==> config.mk <==
export PLATFORM = sky130hd
export DESIGN_NAME = clmul_acc_unit
export DESIGN_NICKNAME = d
export VERILOG_FILES = /design/src/rtl/clmul_pkg.sv /design/src/rtl/clmul_seq_ctrl.sv /design/src/rtl/clmul_shift_dp.sv /design/src/rtl/clmul_hilo_regs.sv /design/src/rtl/clmul_acc_unit.sv
export SDC_FILE = /design/constraint.sdc
export NUM_CORES = 1
export LEC_CHECK = 0
export BUFFER_PORTS_ARGS = -buffer_cell sky130_fd_sc_hd__clkbuf_2
export CAP_MARGIN = 5
export CORE_ASPECT_RATIO = 1.75
export CORE_UTILIZATION = 50
export CTS_CLUSTER_DIAMETER = 100
export CTS_CLUSTER_SIZE = 14
export DETAILED_ROUTE_END_ITERATION = 10
export PLACE_DENSITY_LB_ADDON = 0.1
export SETUP_SLACK_MARGIN = 0.5
export SLEW_MARGIN = 20
export SYNTH_ARGS = -nofsm -noshare
export SYNTH_HDL_FRONTEND = slang
export SYNTH_SLANG_ARGS = --single-unit
==> constraint.sdc <==
create_clock -name clk -period 6.8 [get_ports clk]
set_input_delay 1.36 -clock clk [delete_from_list [all_inputs] [get_ports clk]]
set_output_delay 1.36 -clock clk [all_outputs]
set_load 0.01 [all_outputs]
==> src/rtl/clmul_pkg.sv <==
package clmul_pkg;
  typedef enum logic {
    MODE_MUL = 1'b0,
    MODE_MAC = 1'b1
  } clmul_mode_e;
endpackage

==> src/rtl/clmul_seq_ctrl.sv <==
module clmul_seq_ctrl
  import clmul_pkg::*;
#(
  parameter int OPW = 32
) (
  input  logic        clk,
  input  logic        rst_n,
  input  logic        start_i,
  input  clmul_mode_e mode_i,
  output logic        busy_o,
  output logic        load_o,
  output logic        last_o,
  output logic        done_o,
  output clmul_mode_e mode_o
);
  localparam int CW = $clog2(OPW);

  logic [CW-1:0] cnt_q, cnt_d;
  logic          busy_q, busy_d;
  logic          done_q, done_d;
  clmul_mode_e   mode_q, mode_d;

  assign load_o = start_i && !busy_q;
  assign last_o = busy_q && (cnt_q == CW'(OPW - 1));

  always_comb begin
    cnt_d  = cnt_q;
    busy_d = busy_q;
    mode_d = mode_q;
    if (load_o) begin
      busy_d = 1'b1;
      cnt_d  = '0;
      mode_d = mode_i;
    end else if (busy_q) begin
      cnt_d = cnt_q + 1'b1;
      if (last_o) begin
        busy_d = 1'b0;
      end
    end
    done_d = last_o;
  end

  always_ff @(posedge clk or negedge rst_n) begin
    if (!rst_n) begin
      cnt_q  <= '0;
      busy_q <= 1'b0;
      done_q <= 1'b0;
      mode_q <= MODE_MUL;
    end else begin
      cnt_q  <= cnt_d;
      busy_q <= busy_d;
      done_q <= done_d;
      mode_q <= mode_d;
    end
  end

  assign busy_o = busy_q;
  assign done_o = done_q;
  assign mode_o = mode_q;
endmodule

==> src/rtl/clmul_shift_dp.sv <==
module clmul_shift_dp #(
  parameter int OPW = 32
) (
  input  logic            clk,
  input  logic            rst_n,
  input  logic            load_i,
  input  logic            step_i,
  input  logic [OPW-1:0]  opa_i,
  input  logic [OPW-1:0]  opb_i,
  output logic [2*OPW-1:0] prod_nx_o
);
  localparam int PW = 2 * OPW;

  logic [OPW-1:0] mplr_q, mplr_d;
  logic [PW-1:0]  mcnd_q, mcnd_d;
  logic [PW-1:0]  part_q, part_d;
  logic [PW-1:0]  term;
  logic           en;

  // Partial product for this step: the shifted multiplicand, gated by the current multiplier bit
  assign term      = mplr_q[0] ? mcnd_q : '0;
  assign prod_nx_o = part_q ^ term;
  assign en        = load_i || step_i;

  always_comb begin
    if (load_i) begin
      mplr_d = opa_i;
      mcnd_d = {{OPW{1'b0}}, opb_i};
      part_d = '0;
    end else begin
      mplr_d = mplr_q >> 1;
      mcnd_d = mcnd_q << 1;
      part_d = prod_nx_o;
    end
  end

  always_ff @(posedge clk or negedge rst_n) begin
    if (!rst_n) begin
      mplr_q <= '0;
      mcnd_q <= '0;
      part_q <= '0;
    end else if (en) begin
      mplr_q <= mplr_d;
      mcnd_q <= mcnd_d;
      part_q <= part_d;
    end
  end
endmodule

==> src/rtl/clmul_hilo_regs.sv <==
module clmul_hilo_regs
  import clmul_pkg::*;
#(
  parameter int OPW = 32
) (
  input  logic             clk,
  input  logic             rst_n,
  input  logic             commit_i,
  input  clmul_mode_e      mode_i,
  input  logic [2*OPW-1:0] prod_i,
  output logic [OPW-1:0]   hi_o,
  output logic [OPW-1:0]   lo_o,
  output logic             ext_clr_o
);
  logic [OPW-1:0] hi_q, hi_d, lo_q, lo_d;
  logic           xclr_q, xclr_d;

  always_comb begin
    if (mode_i == MODE_MAC) begin
      hi_d = hi_q ^ prod_i[2*OPW-1:OPW];
      lo_d = lo_q ^ prod_i[OPW-1:0];
    end else begin
      hi_d = prod_i[2*OPW-1:OPW];
      lo_d = prod_i[OPW-1:0];
    end
    xclr_d = commit_i && (mode_i == MODE_MUL);
  end

  always_ff @(posedge clk or negedge rst_n) begin
    if (!rst_n) begin
      hi_q <= '0;
      lo_q <= '0;
    end else if (commit_i) begin
      hi_q <= hi_d;
      lo_q <= lo_d;
    end
  end

  always_ff @(posedge clk or negedge rst_n) begin
    if (!rst_n) begin
      xclr_q <= 1'b0;
    end else begin
      xclr_q <= xclr_d;
    end
  end

  assign hi_o      = hi_q;
  assign lo_o      = lo_q;
  assign ext_clr_o = xclr_q;
endmodule

==> src/rtl/clmul_acc_unit.sv <==
module clmul_acc_unit
  import clmul_pkg::*;
#(
  parameter int OPW = 32
) (
  input  logic           clk,
  input  logic           rst_n,
  input  logic           start_i,
  input  logic           accum_i,
  input  logic [OPW-1:0] opa_i,
  input  logic [OPW-1:0] opb_i,
  output logic           busy_o,
  output logic           done_o,
  output logic [OPW-1:0] hi_o,
  output logic [OPW-1:0] lo_o,
  output logic           ext_clr_o
);
  localparam int PW = 2 * OPW;

  logic          rst_meta_n, rst_sync_n;
  logic          load, last;
  clmul_mode_e   run_mode;
  logic [PW-1:0] prod_nx;

  // Reset asserts at once and releases two edges later
  always_ff @(posedge clk or negedge rst_n) begin
    if (!rst_n) begin
      rst_meta_n <= 1'b0;
      rst_sync_n <= 1'b0;
    end else begin
      rst_meta_n <= 1'b1;
      rst_sync_n <= rst_meta_n;
    end
  end

  clmul_seq_ctrl #(.OPW(OPW)) u_ctrl (
    .clk     (clk),
    .rst_n   (rst_sync_n),
    .start_i (start_i),
    .mode_i  (clmul_mode_e'(accum_i)),
    .busy_o  (busy_o),
    .load_o  (load),
    .last_o  (last),
    .done_o  (done_o),
    .mode_o  (run_mode)
  );

  clmul_shift_dp #(.OPW(OPW)) u_dp (
    .clk       (clk),
    .rst_n     (rst_sync_n),
    .load_i    (load),
    .step_i    (busy_o),
    .opa_i     (opa_i),
    .opb_i     (opb_i),
    .prod_nx_o (prod_nx)
  );

  clmul_hilo_regs #(.OPW(OPW)) u_hilo (
    .clk       (clk),
    .rst_n     (rst_sync_n),
    .commit_i  (last),
    .mode_i    (run_mode),
    .prod_i    (prod_nx),
    .hi_o      (hi_o),
    .lo_o      (lo_o),
    .ext_clr_o (ext_clr_o)
  );
endmodule

==> run metrics <==
total grt overflow 0; largest family of logic cells by synthesized area compound AO/OA/AOI/OAI gates; clock-pin slew on the worst setup and hold paths 0.07 ns; r2r endpoint u_hilo.hi_o[19]$_DFFE_PN0P_; Tmin final 3.812 ns; Synth Area in Compound Gates ~24%; die width approximately 110 um; Max-slew headroom 30.36%; PwrDens 366.4 nW/um2; Ant. Diodes 0; residual DRC count 0; Worst Setup EP busy_o; die height between 150 and 200 um; Routed WL 25.39 mm; Synthesis Warnings 0; Synth Instances 1007; initial antenna violation count 0; Initial Utilization about 51%; Worst-Margin Slew 1.045 ns; RSZ-0062 raised after global routing false; Synth Area in Simple Gates 13.46%; Hold Path Class reg2reg; LEAKAGE between 0.005 and 0.006 uW; Final Hold Viols 0; average cell area after synthesis 11.09 um2; Final TNS setup 0 ns; DR WL met3 921 um; setup slack, reg-to-reg 3.85 ns; Placed Instances around 1400; period utilization between 50% and 60%; CTS Buf Count 20; all-layer global routing usage 22.78%; Post-DP HPWL between 15 and 20 mm; row count 72; 1st-iter DRT viols between 500 and 600; Post-DRT Antenna Nets 0; Ports ~140; CTS tree yes; post-synthesis sequential area ratio 52.66%; Clock Latency Late Sink 0.49 ns; multiplexer share of the synthesized area 6.028%; max cap viols 0; Max Clk Rate 262.4 MHz; Synth Area in XOR/XNOR 0%; Yosys reg bits 235; Placer Congestion ~0.73; Distinct cells, synth 28; CP endpoint kind primary output; via count 8355; worst r2r src u_ctrl.busy_o$_DFF_PN0_; final setup violation count 0; clock skew between 0.008 and 0.009 ns; Worst Path Required 5.44 ns; critical path type reg2out; global-route wire length before repair 42.12 mm; largest net degree at the start of global routing 111; Final nets around 1200; total power 4579 uW; WL met1 11.10 mm; Root Driver clkbuf_16; top layer in use met4; Setup crit start u_ctrl.busy_o$_DFF_PN0_; Fillers 1990; Post-CTS Hold Fix Bufs 0; Cell Area, Synth 11170 um2; startpoint types register; worst hold margin 0.3500 ns; Core Area approximately 22000 um2; maximum vdd drop 0.1918 mV; worst reg2reg path depth 4; share of cells above drive strength 1 15.94%; Layout area overhead 11.90%; WP data arrival 2.45 ns; die footprint 22960 um2; # resized after CTS 0; Vias per Instance 5.994; post-CTS setup buffer count 0; Max FO, Critical Path 110; CTS Buffer Depth 3; DR pass1 iterations 5; H-Tree Depth 1; met2 wire len 12.86 mm; wire per inst 18.22 um; Synth Area in Adders 0.2241%; clock sink total 235; vias in the first global route just over 8000; Syn Nets 1077; final cell count without fillers approximately 1400; Final Max Tran Viols 0; outcome completed; port bufs 134
[routing by layer]
metal  GRT usage (%)  vias to the layer above
met2           40.09                      135
met5               0                        -
met4           6.109                        0
met1           29.49                     4229
li1                -                     3961
met3           2.730                       30
[worst max-delay path: stages (launching register included)]
cell and delay (ns):
dfrtp_4 1.11, buf_4 0.59, clkbuf_2 0.22
[cells in the mapped netlist]
library cell	number	area (um2)
dfrtp_1	235	5881
a22o_1	98	858.3
nor2_1	68	255.2
mux2i_1	65	650.6
a211oi_1	64	480.5
a21boi_0	64	480.5
a311oi_1	64	560.5
and3b_1	64	560.5
o21ai_0	64	320.3
nand2_1	63	236.5
buf_2	48	240.2
or2_1	48	300.3
clkbuf_1	20	75.07
or2_0	16	100.1
buf_1	6	22.52
buf_4	4	30.03
and3_1	2	12.51
ha_1	2	25.02
mux2_2	2	22.52
nor2b_1	2	12.51
a21oi_1	1	5.000
and2_1	1	6.260
clkbuf_2	1	5.000
conb_1	1	3.750
inv_1	1	3.750
nand3_1	1	5.000
nand3b_1	1	7.510
nand4_1	1	6.260
[layout by cell type, fill, tap and decap left out, drive strengths merged]
cell type,instances
dfrtp,235
clkbuf,157
a22o,98
nor2,68
mux2i,65
a21boi,64
and3b,64
o21ai,64
a211oi,64
a311oi,64
or2,64
nand2,63
buf,12
nor2b,2
mux2,2
ha,2
and3,2
and2,1
nand3b,1
inv,1
nand4,1
nand3,1
a21oi,1
clkinv,1
conb,1
[through the flow]
stage	util, %	setup WS [ns]	cell area, um2
3_5_place_dp	54.38	3.394	11950
6_report	56.85	2.988	12500
4_1_cts	56.85	2.954	12500
2_1_floorplan	-	2.939	11170
5_1_grt	56.85	2.815	12500
3_3_place_gp	54.38	3.353	11950
[flip-flops by register name, summed over array words and instances (netlist names)]
| register | flops |
|---|---|
| u_ctrl.done_o | 1 |
| rst_sync_n | 1 |
| u_ctrl.mode_o | 1 |
| u_hilo.hi_o | 32 |
| u_dp.part_q | 64 |
| u_hilo.ext_clr_o | 1 |
| u_dp.mcnd_q | 64 |
| rst_meta_n | 1 |
| u_ctrl.busy_o | 1 |
| u_hilo.lo_o | 32 |
| u_dp.mplr_q | 32 |
| u_ctrl.cnt_q | 5 |
[report_power, final]
part | switching [uW] | internal [uW] | total (uW)
sequential | 385 | 1830 | 2210
clock | 488 | 552 | 1040
combinational | 630 | 698 | 1330
total | 1500 | 3080 | 4580
[layout make-up]
class	count	area, um2	share of cell area [%]
clock buffer	24	536.8	4.296
multi-input combinational	692	4920	39.37
inverter	1	3.754	0.03004
timing repair buffer	145	768.2	6.148
clock inverter	1	5.005	0.04005
tap	296	370.4	2.964
sequential	235	5892	47.15
[worst min path at each step]
stage                                     from                    to  depth (start not counted)
after global routing      rst_meta_n$_DFF_PN0_  rst_sync_n$_DFF_PN0_                          0
final                     rst_meta_n$_DFF_PN0_  rst_sync_n$_DFF_PN0_                          0
after floorplan           rst_meta_n$_DFF_PN0_  rst_sync_n$_DFF_PN0_                          0
after global placement    rst_meta_n$_DFF_PN0_  rst_sync_n$_DFF_PN0_                          0
after CTS                 rst_meta_n$_DFF_PN0_  rst_sync_n$_DFF_PN0_                          0
after detailed placement  rst_meta_n$_DFF_PN0_  rst_sync_n$_DFF_PN0_                          0
[logic make-up (layout without fill, tap and decap cells)]
logic type,after synthesis,after routing
compound gates,355,355
simple gates,267,267
flops,235,235
buf+inv,80,171
mux,67,67
fa+ha+maj,2,2
other cells,1,1
(Power assumes the default switching activity.)
